$ cat src/rtl/sr_rx_pkg.sv
package sr_rx_pkg;
  typedef enum logic [1:0] {
    CLS_NONE = 2'd0,
    CLS_FWD  = 2'd1,
    CLS_DUP  = 2'd2,
    CLS_OOW  = 2'd3
  } pkt_cls_e;
endpackage

$ cat src/rtl/sr_psn_classify.sv
// Sorts one arriving sequence number against the current window.
module sr_psn_classify
  import sr_rx_pkg::*;
#(
  parameter int PSN_W = 16,
  parameter int WIN   = 64,
  parameter int IDX_W = $clog2(WIN)
) (
  input  logic             in_valid,
  input  logic [PSN_W-1:0] in_psn,
  input  logic [PSN_W-1:0] base,
  input  logic [WIN-1:0]   bitmap,
  output pkt_cls_e         cls,
  output logic [IDX_W-1:0] idx
);
  localparam logic [PSN_W-1:0] WIN_V = PSN_W'(WIN);

  logic [PSN_W-1:0] off;
  logic             behind;
  logic             inwin;
  logic             seen;

  always_comb begin
    off    = in_psn - base;           // modular distance
    behind = off[PSN_W-1];            // older than base
    inwin  = (off < WIN_V);
    idx    = off[IDX_W-1:0];
    seen   = bitmap[idx];
    if (!in_valid)          cls = CLS_NONE;
    else if (behind)        cls = CLS_DUP;
    else if (!inwin)        cls = CLS_OOW;
    else if (seen)          cls = CLS_DUP;
    else                    cls = CLS_FWD;
  end
endmodule

$ cat src/rtl/sr_win_state.sv
// Holds base, arrival bitmap and frontier; slides one step per clock.
module sr_win_state #(
  parameter int PSN_W = 16,
  parameter int WIN   = 64,
  parameter int IDX_W = $clog2(WIN),
  parameter int TOP_W = $clog2(WIN + 1)
) (
  input  logic             clk,
  input  logic             rst,
  input  logic             accept,
  input  logic [IDX_W-1:0] idx,
  output logic [PSN_W-1:0] base,
  output logic [WIN-1:0]   bitmap,
  output logic [PSN_W-1:0] base_n,
  output logic [WIN-1:0]   bitmap_n,
  output logic [TOP_W-1:0] top_n,
  output logic             gap
);
  logic [TOP_W-1:0] top;
  logic [WIN-1:0]   bm_set;
  logic [TOP_W-1:0] idx_w;
  logic [TOP_W-1:0] top_set;
  logic             slide;

  always_comb begin
    idx_w   = TOP_W'(idx);
    slide   = bitmap[0];
    bm_set  = bitmap | (accept ? (WIN'(1) << idx) : '0);
    bitmap_n = slide ? (bm_set >> 1) : bm_set;
    base_n  = base + (slide ? PSN_W'(1) : '0);
    top_set = (accept && (idx_w >= top)) ? idx_w + TOP_W'(1) : top;
    top_n   = top_set - (slide ? TOP_W'(1) : '0);
    gap     = accept && (idx_w > top);
  end

  always_ff @(posedge clk) begin
    if (rst) begin
      base   <= '0;
      bitmap <= '0;
      top    <= '0;
    end else begin
      base   <= base_n;
      bitmap <= bitmap_n;
      top    <= top_n;
    end
  end
endmodule

$ cat src/rtl/sr_nack_gen.sv
// Builds and holds selective NACK messages with a valid/ready handshake.
module sr_nack_gen #(
  parameter int PSN_W = 16,
  parameter int WIN   = 64,
  parameter int TOP_W = $clog2(WIN + 1)
) (
  input  logic             clk,
  input  logic             rst,
  input  logic             gap,
  input  logic [PSN_W-1:0] base_n,
  input  logic [WIN-1:0]   bitmap_n,
  input  logic [TOP_W-1:0] top_n,
  input  logic             nack_ready,
  output logic             nack_valid,
  output logic [PSN_W-1:0] nack_base,
  output logic [WIN-1:0]   nack_mask
);
  logic [WIN-1:0] below;
  logic [WIN-1:0] holes;
  logic           redo;
  logic           fire;
  logic           free;

  always_comb begin
    for (int i = 0; i < WIN; i++) begin
      below[i] = (TOP_W'(i) < top_n);
    end
    holes = ~bitmap_n & below;
    fire  = nack_valid && nack_ready;
    free  = !nack_valid || nack_ready;
  end

  always_ff @(posedge clk) begin
    if (rst) begin
      nack_valid <= 1'b0;
      nack_base  <= '0;
      nack_mask  <= '0;
      redo       <= 1'b0;
    end else begin
      if (fire) nack_valid <= 1'b0;
      if ((gap || redo) && free) begin
        if (holes != '0) begin
          nack_valid <= 1'b1;
          nack_base  <= base_n;
          nack_mask  <= holes;
        end
        redo <= 1'b0;
      end else if (gap) begin
        redo <= 1'b1;
      end
    end
  end
endmodule

$ cat src/rtl/sr_rx_tracker.sv
module sr_rx_tracker
  import sr_rx_pkg::*;
#(
  parameter int PSN_W = 16,
  parameter int WIN   = 64,
  parameter int CNT_W = 16
) (
  input  logic             clk,
  input  logic             rst,
  input  logic             pkt_valid,
  input  logic [PSN_W-1:0] pkt_psn,
  output logic             fwd_valid,
  output logic [PSN_W-1:0] fwd_psn,
  output logic             dup_flag,
  output logic             oow_flag,
  output logic [CNT_W-1:0] oow_cnt,
  output logic [PSN_W-1:0] exp_psn,
  output logic             nack_valid,
  input  logic             nack_ready,
  output logic [PSN_W-1:0] nack_base,
  output logic [WIN-1:0]   nack_mask
);
  localparam int IDX_W = $clog2(WIN);
  localparam int TOP_W = $clog2(WIN + 1);

  pkt_cls_e         cls;
  logic [IDX_W-1:0] idx;
  logic [PSN_W-1:0] base;
  logic [WIN-1:0]   bitmap;
  logic [PSN_W-1:0] base_n;
  logic [WIN-1:0]   bitmap_n;
  logic [TOP_W-1:0] top_n;
  logic             gap;

  sr_psn_classify #(.PSN_W(PSN_W), .WIN(WIN), .IDX_W(IDX_W)) u_cls (
    .in_valid (pkt_valid),
    .in_psn   (pkt_psn),
    .base     (base),
    .bitmap   (bitmap),
    .cls      (cls),
    .idx      (idx)
  );

  sr_win_state #(.PSN_W(PSN_W), .WIN(WIN), .IDX_W(IDX_W), .TOP_W(TOP_W)) u_win (
    .clk      (clk),
    .rst      (rst),
    .accept   (cls == CLS_FWD),
    .idx      (idx),
    .base     (base),
    .bitmap   (bitmap),
    .base_n   (base_n),
    .bitmap_n (bitmap_n),
    .top_n    (top_n),
    .gap      (gap)
  );

  sr_nack_gen #(.PSN_W(PSN_W), .WIN(WIN), .TOP_W(TOP_W)) u_nack (
    .clk        (clk),
    .rst        (rst),
    .gap        (gap),
    .base_n     (base_n),
    .bitmap_n   (bitmap_n),
    .top_n      (top_n),
    .nack_ready (nack_ready),
    .nack_valid (nack_valid),
    .nack_base  (nack_base),
    .nack_mask  (nack_mask)
  );

  assign exp_psn = base;

  always_ff @(posedge clk) begin
    if (rst) begin
      fwd_valid <= 1'b0;
      fwd_psn   <= '0;
      dup_flag  <= 1'b0;
      oow_flag  <= 1'b0;
      oow_cnt   <= '0;
    end else begin
      fwd_valid <= (cls == CLS_FWD);
      dup_flag  <= (cls == CLS_DUP);
      oow_flag  <= (cls == CLS_OOW);
      if (cls == CLS_FWD) fwd_psn <= pkt_psn;
      if ((cls == CLS_OOW) && (oow_cnt != '1)) oow_cnt <= oow_cnt + CNT_W'(1);
    end
  end
endmodule

$ cat config.mk
export PLATFORM = sky130hd
export DESIGN_NAME = sr_rx_tracker
export DESIGN_NICKNAME = d
export VERILOG_FILES = /design/src/rtl/sr_rx_pkg.sv /design/src/rtl/sr_psn_classify.sv /design/src/rtl/sr_win_state.sv /design/src/rtl/sr_nack_gen.sv /design/src/rtl/sr_rx_tracker.sv
export SDC_FILE = /design/constraint.sdc
export NUM_CORES = 1
export LEC_CHECK = 0
export BUFFER_PORTS_ARGS = -buffer_cell sky130_fd_sc_hd__buf_2
export CAP_MARGIN = 5
export CORE_AREA = 2 2 109 191
export CTS_BUF_LIST = sky130_fd_sc_hd__clkbuf_4 sky130_fd_sc_hd__clkbuf_8
export DETAILED_ROUTE_END_ITERATION = 7
export DIE_AREA = 0 0 111 193
export PLACE_DENSITY = 0.86
export SLEW_MARGIN = 20
export SYNTH_ARGS = -nofsm -noshare
export SYNTH_HDL_FRONTEND = slang
export SYNTH_HIERARCHICAL = 1
export SYNTH_SLANG_ARGS = --single-unit
export TNS_END_PERCENT = 20
$ cat constraint.sdc
create_clock -name clk -period 18.9 [get_ports clk]
set_input_delay 1.89 -clock clk [delete_from_list [all_inputs] [get_ports clk]]
set_output_delay 1.89 -clock clk [all_outputs]
set_load 0.01 [all_outputs]
## Word level (Yosys, flattened, before mapping)

Index checks and enable logic that the tools add are counted.

| cells by class | value |
|---|---|
| add/sub/neg operators | 5 |
| magnitude comparators | 68 |
| equality and inequality tests | 4 |
| shift operators | 1 |
| mux-type cells | 14 |
| bitwise logic cells | 3 |
| reduce and logical (&&, ||, !) cells | 11 |

Operator list:

| operator | number |
|---|---|
| 6-bit by 7-bit less-than comparator with 1-bit output, first input constant | 32 |
| 64-bit two-way mux | 2 |
| 5-bit by 7-bit less-than comparator with 1-bit output, first input constant | 16 |
| 64-bit AND | 1 |
| 64-bit inverter | 1 |
| 64-bit OR | 1 |
| 64-bit nonzero test | 1 |
| 1-bit by 6-bit left shift with 64-bit output, first input constant | 1 |
| 4-bit by 7-bit less-than comparator with 1-bit output, first input constant | 8 |
| 3-bit by 7-bit less-than comparator with 1-bit output, first input constant | 4 |
| 16-bit by 1-bit adder with 16-bit output, second input constant | 1 |
| 16-bit adder | 1 |
| 16-bit by 7-bit less-than comparator with 1-bit output, second input constant | 1 |
| 16-bit != test, second input constant | 1 |
| 16-bit subtractor | 1 |
| 1-bit by 7-bit less-than comparator with 1-bit output, first input constant | 2 |
| 2-bit by 7-bit less-than comparator with 1-bit output, first input constant | 2 |
| 2-bit two-way mux | 4 |
| 6-bit by 1-bit adder with 7-bit output, second input constant | 1 |
| 6-bit by 7-bit greater-or-equal comparator with 1-bit output | 1 |
| 6-bit by 7-bit greater-than comparator with 1-bit output | 1 |
| 6-bit by 7-bit less-than comparator with 1-bit output, second input constant | 1 |
| 7-bit two-way mux | 1 |
| 7-bit subtractor | 1 |
| other kinds (9) | 20 |

| word-level totals | value |
|---|---|
| register bits after elaboration | 204 |
| bits of input ports | 20 |
| output and inout bits | 132 |
| word-level logic and storage cells | 118 |

## Longest topological paths before layout

Gate-level depths: netlist (run 1).

| depth | value |
|---|---|
| depth in word-level cells | 16 |
| depth in mapped cells | 36 |
| gate-level depth less buffers | 28 |

## By module

Netlist (run 1), hierarchy kept.

By module, submodules not included:

| module | instances | cells each | area each (µm²) | sequential area each (µm²) |
|---|---|---|---|---|
| sr_win_state | 1 | 475 | 4405.5 | 1741.7 |
| sr_nack_gen | 1 | 531 | 4299.1 | 1641.6 |
| sr_psn_classify | 1 | 175 | 1606.5 | 0.0 |
| sr_rx_tracker | 1 | 178 | 1471.4 | 700.7 |

## Worst setup path before layout (run 1)

No wires, ideal clock.

| timing path | value |
|---|---|
| kind | input-to-reg |
| start point | in pkt_psn[0] |
| end point | reg u_nack.nack_mask[22] |
| library setup time | 121 ps |
| arrival time | 8905 ps |
| required time | 18779 ps |
| setup slack | 9874 ps |
| stages | 34 |
| buffers on the path | 8 |
| path through | inv_1 ha_1 fa_1 buf_2 buf_2 mux4_2 mux2i_1 mux2_2 mux4_2 a41oi_2 nand2b_1 clkbuf_1 clkinv_1 buf_1 buf_2 nand2_4 nor2_1 a21oi_1 ha_1 ha_1 nand3_1 a2111oi_0 a41o_2 xor2_1 buf_2 nor2_2 clkbuf_1 a21oi_1 nor4_1 nand4_1 nor4_1 a31o_2 buf_2 mux2_2 |

| between the ends | value |
|---|---|
| longest elaborated chain between the ends | 15 |
| elaborated cells between the ends (all ways) | 90 |
| those cells by class | add/sub (3); order compare (67); eq/ne (1); shift (1); mux (9); bitwise (3); reduce/logical (6) |

Ends and longest elaborated chain:

| item | line | RTL |
|---|---|---|
| from (decl) | sr_rx_tracker.sv:11 | `input logic [PSN_W-1:0] pkt_psn,` |
| 16-bit subtractor * | sr_psn_classify.sv:24 | `off = in_psn - base;` |
| 1-bit binary-select mux with 6-bit select | sr_psn_classify.sv:28 | `seen = bitmap[idx];` |
| 1-bit two-way mux (not written as such) | sr_psn_classify.sv:28 |  |
| 2-bit two-way mux | sr_psn_classify.sv:32 | `else if (seen) cls = CLS_DUP;` |
| 2-bit two-way mux | sr_psn_classify.sv:31 | `else if (!inwin) cls = CLS_OOW;` |
| 2-bit two-way mux * | sr_psn_classify.sv:30 | `else if (behind) cls = CLS_DUP;` |
| 2-bit two-way mux * | sr_psn_classify.sv:29 | `if (!in_valid) cls = CLS_NONE;` |
| net cls[1] | sr_rx_tracker.sv:26 | `pkt_cls_e cls;` |
| 2-bit by 1-bit == test with 1-bit output * | sr_rx_tracker.sv:47 | `.accept (cls == CLS_FWD),` |
| 1-bit logical AND * | sr_win_state.sv:31 | `top_set = (accept && (idx_w >= top)) ? idx_w + TOP_W'(1) : top;` |
| 7-bit two-way mux * | sr_win_state.sv:31 |  |
| 7-bit subtractor * | sr_win_state.sv:32 | `top_n = top_set - (slide ? TOP_W'(1) : '0);` |
| net top_n[6] | sr_rx_tracker.sv:32 | `logic [TOP_W-1:0] top_n;` |
| 1-bit by 7-bit less-than comparator with 1-bit output (tied with other cells) | sr_nack_gen.sv:26 | `below[i] = (TOP_W'(i) < top_n);` |
| 64-bit AND * | sr_nack_gen.sv:28 | `holes = ~bitmap_n & below;` |
| 64-bit nonzero test | sr_nack_gen.sv:42 | `if (holes != '0) begin` |
| 2-bit AND reduction (no source line) | - |  |
| to (signal assigned) | sr_nack_gen.sv:45 | `nack_mask <= holes;` |
| to (decl) | sr_nack_gen.sv:16 | `output logic [WIN-1:0] nack_mask` |

The timed path passes the listed nets; every way through them passes the cells marked *. The select of a mux whose other input is x is not followed.
A chain may end at the register's enable or synchronous reset.

## Worst setup path after layout (run 1)

| timing path | value |
|---|---|
| start point | in pkt_psn[0] |
| end point | reg u_nack.nack_mask[43] |

Same word-level chain as after synthesis.

==> flow_metrics.py, run 1 <==
metrics = {
    "outcome": {
        "status": "complete, no violations",
    },
    "route": {
        "dr.pass1.iters": 5,
        "avgViaCountPerCell": 6.28,
        "drt_iter0_drc": 989,
        "vias": 11000,
        "drt_wl_total_um": 39100,
        "route.detailed.drc": 0,
        "wl_per_cell_um": 22.3,
        "ant_nets": 0,
    },
    "setup_path": {
        "end_kind": "flop",
        "cp.buffers_inverters": 7,
        "cp_common_cell": "buf_4",
        "arrival_ps": 11060,
        "critPathMaxFanout": 23,
        "rrSetupSlack_ps": 9420,
        "max_stage_delay_ps": 960,
        "start_kind": "primary input",
        "worstSetupPathType": "in -> reg",
        "critPathTopFamily": "simple AND/OR/NAND/NOR gates",
        "slowest_stage": "fa_1",
        "required_ps": 19380,
    },
    "timing": {
        "hold_viol_final": 0,
        "rsz0062_at_grt": "false",
        "relSlewSlack_pct": 34.1,
        "fmax_mhz": 94.5,
        "fin_ws_ps": 8320,
        "finalSetupViolations": 0,
        "period_share_pct": 56.0,
        "tns_ps": 0,
        "drv_slew": 0,
        "finalClockSkew_ps": 9.36,
        "layout_min_cycle_time_ps": 10580,
        "hold_ws_ps": 451,
        "tightestPinTransition_ps": 988,
    },
    "cts": {
        "clock-sinks": 204,
        "cts.repair.resized": 0,
        "htreeDepth": 1,
        "clock_latency_ps": 600,
        "clock_path_buffers": 3,
        "cts-root-buf": "clkbuf_8",
        "hold_buffers": 0,
        "clkTransAtPathRegs_ps": 70,
        "postCtsSetupBuffers": 0,
        "cts_tree": "built",
        "numCtsBuffers": 29,
    },
    "pwr": {
        "seqPwrFrac_pct": 42.9,
        "power_density_mw_per_mm2": 76.4,
        "switching_power_mw": 0.293,
        "clock_power_share_pct": 40.8,
        "p_leak_nw": 5.84,
        "comb_power_share_pct": 16.2,
        "internal_power_mw": 0.730,
        "vdd_ir_drop_max_uv": 79.0,
        "p_sw_share_pct": 28.6,
    },
    "floorplan": {
        "ioPinCount": 152,
        "die-height_um": 193,
        "dieArea_mm2": 0.0214,
        "initial_core_util_pct": 59.1,
        "core_mm2": 0.0199,
        "rows": 69,
        "die_x_um": 111,
    },
    "layout": {
        "layout_commonest_cell": "dfxtp_1",
        "n_fill_cell": 1593,
        "area.growth.synth_to_final_pct": 13.5,
        "diodes": 0,
        "fin_cells": 1750,
        "fin_nets": 1533,
        "most-common-layout-cells": "dfxtp_1, nand2_1, buf_2",
        "drive_gt1_share_pct": 18.6,
        "fin_util_pct": 67.1,
    },
    "synthesis": {
        "synth-seq-cells": 204,
        "yosysWarnings": 6,
        "netlist_area_mm2": 0.0118,
        "synthTopCellsByArea": "dfxtp_1, mux2i_1, a21oi_1",
        "ys.flop_type": "dfxtp_1",
        "ys_types": 84,
        "synth_top_area_share_pct": 34.7,
        "synth_edf_count": 0,
        "ys_seq_area_share_pct": 34.7,
        "synthCells": 1359,
        "async_flop_share_pct": 0,
        "postSynthAreaPerCell_um2": 8.67,
        "synth_fp_nets": 1412,
        "synth_largest_area_cell": "dfxtp_1",
    },
    "global_route": {
        "grt-ovfl-total": 0,
        "antenna_found_initial": 0,
        "grt_pass1_wl_um": 58600,
        "grt_pass1_vias": 10800,
        "grt_max_degree": 83,
        "grt_usage_pct": 34.9,
    },
    "placement": {
        "dp_hpwl_um": 29600,
        "placed_cells": 1697,
        "dp_slack_ps": 7840,
        "io_buffers": 151,
        "place_congestion": 1.00,
    },
    "hold_path": {
        "hold_class": "reg -> reg",
    },
    "flow_run": {
        "cap_viol_max_count": 0,
    },
}
flip-flops by register name (all words and copies together) (netlist names):
register           count
u_nack/nack_mask      64
u_win/bitmap          64
fwd_psn               16
oow_cnt               16
u_nack/nack_base      16
u_win/base            16
u_win/top              7
dup_flag               1
fwd_valid              1
oow_flag               1
u_nack/nack_valid      1
u_nack/redo            1
per-layer routing:
layer / global-route usage [%] / vias up / part of all wire [%]
met5: 0 / - / 0
met4: 28.0 / 0 / 9.3
met3: 4.31 / 204 / 5.2
met2: 63.8 / 556 / 51
met1: 35.9 / 5162 / 35
li1: - / 5073 / -
cell families after synthesis:
| kind of cell | count (synthesis) | share of synthesized area, % |
|---|---|---|
| AND/OR/NAND/NOR | 511 | 22.3 |
| AO/OA/AOI/OAI | 266 | 14.1 |
| flip-flops | 204 | 34.7 |
| multiplexers | 178 | 17.7 |
| buffers and inverters | 132 | 4.73 |
| adder cells (fa/ha/maj) | 36 | 3.82 |
| XOR/XNOR | 32 | 2.70 |
synth_stat cells, types with 4 or more instances:
cell type  count
nor2b_1       97
or4_1         11
nor3_1        33
dfxtp_1      204
nand4_1       10
nand3_1       31
mux4_1        15
nor4_1        13
ha_1          32
a21o_1         4
a21oi_1      139
a31o_2         8
clkbuf_1      47
nand2_1      183
and3_1         9
or3_1         10
buf_2         21
nor3b_1        4
xnor2_1       20
xor2_1        10
buf_1         11
nor2_1        65
inv_1         47
and2_1         7
a211oi_1       9
mux2i_1      144
or2_2          4
o21ai_0       28
a31oi_1        9
mux2_2        10
o21a_1         6
o211ai_1       8
o22ai_1        4
mux2_1         4
o31ai_1       11
a2111oi_0      7
nand2b_1       8
nand3b_1       4
power by group through the flow:
stage               clock network, mW  logic (mW)  registers [mW]
floorplan                           0       0.108           0.450
global route                    0.441       0.175           0.439
detailed placement                  0       0.161           0.448
finish                          0.417       0.166           0.439
CTS                             0.423       0.162           0.439
global placement                    0       0.161           0.448
worst register-to-register path: cells and delay by family, from the launching register on:
family                     cells  cell delay (ps)
DFF                            1              350
buffers and inverters          5             1070
xor gates and xnor gates       1               70
AOI/OAI and AO/OA              6             2070
adders and majority gates      4             1720
and+or+nand+nor                7             2370
muxes                          5             1750
worst paths after layout:
kind,startpoint,end,cells after the start
setup / recovery,pkt_psn[0],u_nack/nack_mask[43]$_SDFFE_PP0P_,30
hold / removal,fwd_psn[3]$_SDFFE_PP0P_,fwd_psn[3]$_SDFFE_PP0P_,2
setup reg to reg,u_win/base[0]$_SDFF_PP0_,u_nack/nack_mask[43]$_SDFFE_PP0P_,28
hold reg to reg,fwd_psn[3]$_SDFFE_PP0P_,fwd_psn[3]$_SDFFE_PP0P_,2
area by class of cell:
cell class,instances,area (um2),area share [%]
Tap cell,248,310,2.32
Timing Repair Buffer,173,923,6.90
Clock buffer,39,531,3.97
Sequential cell,204,4080,30.5
Inverter,49,185,1.38
Multi-Input combinational cell,1023,7160,53.5
Clock inverter,14,183,1.37
metrics by stage:
step / power (mW) / area, um2
after floorplan: 0.559 / 11800
after global placement: 0.609 / 12700
after detailed placement: 0.610 / 12700
after CTS: 1.02 / 13400
after global routing: 1.06 / 13400
final: 1.02 / 13400
Note: power is estimated with default switching activity, not from simulation.
==> run 2, diff against run 1 <==
--- a/config.mk
+++ b/config.mk
@@ -5,13 +5,14 @@
 export SDC_FILE = /design/constraint.sdc
 export NUM_CORES = 1
 export LEC_CHECK = 0
+export ABC_AREA = 1
 export BUFFER_PORTS_ARGS = -buffer_cell sky130_fd_sc_hd__buf_2
 export CAP_MARGIN = 5
-export CORE_AREA = 2 2 109 191
+export CORE_AREA = 2 2 120 210
 export CTS_BUF_LIST = sky130_fd_sc_hd__clkbuf_4 sky130_fd_sc_hd__clkbuf_8
 export DETAILED_ROUTE_END_ITERATION = 7
-export DIE_AREA = 0 0 111 193
-export PLACE_DENSITY = 0.86
+export DIE_AREA = 0 0 122 212
+export PLACE_DENSITY = 0.83
 export SLEW_MARGIN = 20
 export SYNTH_ARGS = -nofsm -noshare
 export SYNTH_HDL_FRONTEND = slang
==> constraint.sdc (replaced) <==
create_clock -name clk -period 8.64 [get_ports clk]
set_input_delay 0.864 -clock clk [delete_from_list [all_inputs] [get_ports clk]]
set_output_delay 0.864 -clock clk [all_outputs]
set_load 0.01 [all_outputs]
==> flow_metrics.py, run 2 <==
metrics = {
    "outcome": {
        "status": "complete, no violations",
    },
    "cts": {
        "clkTransAtPathRegs_ps": 70,
        "htreeDepth": 1,
        "cts-root-buf": "clkbuf_8",
        "cts_tree": "built",
        "postCtsSetupBuffers": 0,
        "cts.repair.resized": 0,
        "clock_latency_ps": 620,
        "hold_buffers": 0,
        "clock-sinks": 204,
        "clock_path_buffers": 3,
        "numCtsBuffers": 30,
    },
    "route": {
        "ant_nets": 0,
        "route.detailed.drc": 0,
        "drt_wl_total_um": 46000,
        "drt_iter0_drc": 1362,
        "vias": 14200,
        "wl_per_cell_um": 17.8,
        "avgViaCountPerCell": 5.49,
        "dr.pass1.iters": 6,
    },
    "layout": {
        "layout_commonest_cell": "nand2_1",
        "multi_input_area_mm2": 0.00747,
        "ff_latch_area_mm2": 0.00409,
        "most-common-layout-cells": "nand2_1, nor2_1, inv_1",
        "area.growth.synth_to_final_pct": 11.5,
        "top_regs": "u_nack/nack_mask: 64 flops, u_win/bitmap: 64 flops",
        "n_fill_cell": 2304,
        "drive_gt1_share_pct": 15.6,
        "fin_nets": 2307,
    },
    "synthesis": {
        "synth_most_common_cell": "nand2_1",
        "synth-seq-cells": 204,
        "synthTopCellsByArea": "dfxtp_1, nand2_1, nor2_1",
        "synthTopCellsByCount": "nand2_1, nor2_1, inv_1",
        "synth_edf_count": 0,
        "synthCells": 2140,
        "postSynthAreaPerCell_um2": 6.13,
        "ys.flop_type": "dfxtp_1",
        "synth_fp_nets": 2193,
        "async_flop_share_pct": 0,
        "ys_seq_area_share_pct": 31.2,
        "yosysWarnings": 6,
        "synth_largest_area_cell": "dfxtp_1",
        "ys_types": 49,
        "synth_top_area_share_pct": 31.2,
        "netlist_area_mm2": 0.0131,
    },
    "hold_path": {
        "hold_class": "reg -> reg",
        "worstHoldStart": "fwd_psn[11]$_SDFFE_PP0P_",
    },
    "global_route": {
        "grt_usage_pct": 35.5,
        "grt_pass1_wl_um": 70200,
        "grt_max_degree": 94,
        "grt_pass1_vias": 13600,
        "grt-ovfl-total": 0,
        "antenna_found_initial": 0,
    },
    "setup_path": {
        "required_ps": 9190,
        "rrSetupSlack_ps": 1280,
        "r2r_end": "u_nack/nack_mask[58]$_SDFFE_PP0P_",
        "reg2reg_from": "u_win/base[2]$_SDFF_PP0_",
        "critPathMaxFanout": 34,
        "arrival_ps": 7910,
        "slowest_stage": "nor2_4",
        "startpoint": "u_win/base[2]$_SDFF_PP0_",
        "crit_end": "u_nack/nack_mask[58]$_SDFFE_PP0P_",
        "reg2reg_depth": 34,
        "cp_common_cell": "nand2_1",
        "worstSetupPathType": "reg -> reg",
        "end_kind": "flop",
        "max_stage_delay_ps": 620,
        "start_kind": "flop",
    },
    "timing": {
        "tightestPinTransition_ps": 1070,
        "finalClockSkew_ps": 20.6,
        "finalSetupViolations": 0,
        "relSlewSlack_pct": 28.4,
        "drv_slew": 0,
        "layout_min_cycle_time_ps": 7360,
        "hold_viol_final": 0,
        "hold_ws_ps": 483,
        "tns_ps": 0,
        "rsz0062_at_grt": "false",
        "fmax_mhz": 136,
        "period_share_pct": 85.2,
    },
    "pwr": {
        "power_density_mw_per_mm2": 176,
        "vdd_ir_drop_max_uv": 108,
        "p_leak_nw": 7.77,
        "total_power_mw": 2.57,
    },
    "floorplan": {
        "die_x_um": 122,
        "rows": 76,
        "die-height_um": 212,
        "ioPinCount": 152,
        "dieArea_mm2": 0.0259,
        "initial_core_util_pct": 54.1,
        "core_mm2": 0.0242,
    },
    "placement": {
        "place_congestion": 1.05,
        "io_buffers": 151,
        "dp_hpwl_um": 34200,
    },
    "flow_run": {
        "cap_viol_max_count": 0,
    },
}
run 2: cell types whose count changed in the layout (fill, tap and decap cells not counted), moves of 15 or more:
cell and change:
inv_1 +219, inv_2 +15, mux2i_1 -143, mux4_1 -15, nand2_1 +489, nand2_2 +17
nand3_1 +136, nor2_1 +262, nor2_2 +45, nor2b_1 -97, o21bai_1 +25, xnor2_1 -18
run 2: where the power goes:
group / switching (mW) / total [mW] / internal (mW) / leakage [nW]
combinational: 0.386 / 0.572 / 0.186 / 5.73
clock: 0.403 / 0.962 / 0.559 / 0.390
sequential: 0.0402 / 1.04 / 0.996 / 1.66
run 2: worst min-delay path by stage:
| stage | endpoint | cells after the start |
|---|---|---|
| after floorplan | u_nack/redo$_SDFFE_PP0P_ | 2 |
| after global placement | fwd_psn[1]$_SDFFE_PP0P_ | 2 |
| after detailed placement | fwd_psn[7]$_SDFFE_PP0P_ | 2 |
| after CTS | fwd_psn[7]$_SDFFE_PP0P_ | 2 |
| after global routing | u_nack/nack_base[0]$_SDFFE_PP0P_ | 2 |
| final | fwd_psn[11]$_SDFFE_PP0P_ | 2 |
run 2: cell families after synthesis:
kind of cell | synth area share [%]
and+or+nand+nor | 43.5
buffers and inverters | 11.9
DFF | 31.2
AOI/OAI and AO/OA | 8.61
adders and majority gates | 3.21
xor gates and xnor gates | 1.61
run 2: final cells by class:
class | count | area share [%]
Antenna cell | 1 | 0.0171
Clock buffer | 45 | 4.07
Clock inverter | 9 | 1.02
Inverter | 285 | 7.36
Multi-Input combinational cell | 1569 | 51.1
Sequential cell | 204 | 27.9
Tap cell | 312 | 2.67
Timing Repair Buffer | 164 | 5.84
run 2: layer usage:
metal / up-vias / global-route usage [%] / part of all wire (%)
li1: 6822 / - / -
met1: 6471 / 34.4 / 33
met2: 691 / 63.4 / 50
met3: 238 / 4.94 / 6.3
met4: 0 / 32.6 / 11
met5: - / 0 / 0
run 2: through the flow:
| stage | instances | utilization, % | worst slack (ps) | instance area (um2) |
|---|---|---|---|---|
| 3_3_place_gp | 2534 | 57.2 | 1410 | 13900 |
| 3_5_place_dp | 2534 | 57.2 | 1240 | 13900 |
| 6_report | 2589 | 60.3 | 1280 | 14600 |
| 4_1_cts | 2588 | 60.3 | 1570 | 14600 |
| 2_1_floorplan | 2140 | - | 2420 | 13100 |
| 5_1_grt | 2588 | 60.3 | 734 | 14600 |
run 2: worst max-delay path, delay by kind of cell, from the launching register on:
family	cells	cell delay [ps]
simple gates	24	3970
buf+inv	7	1720
fa+ha+maj	1	500
flops	1	520
compound gates	2	530
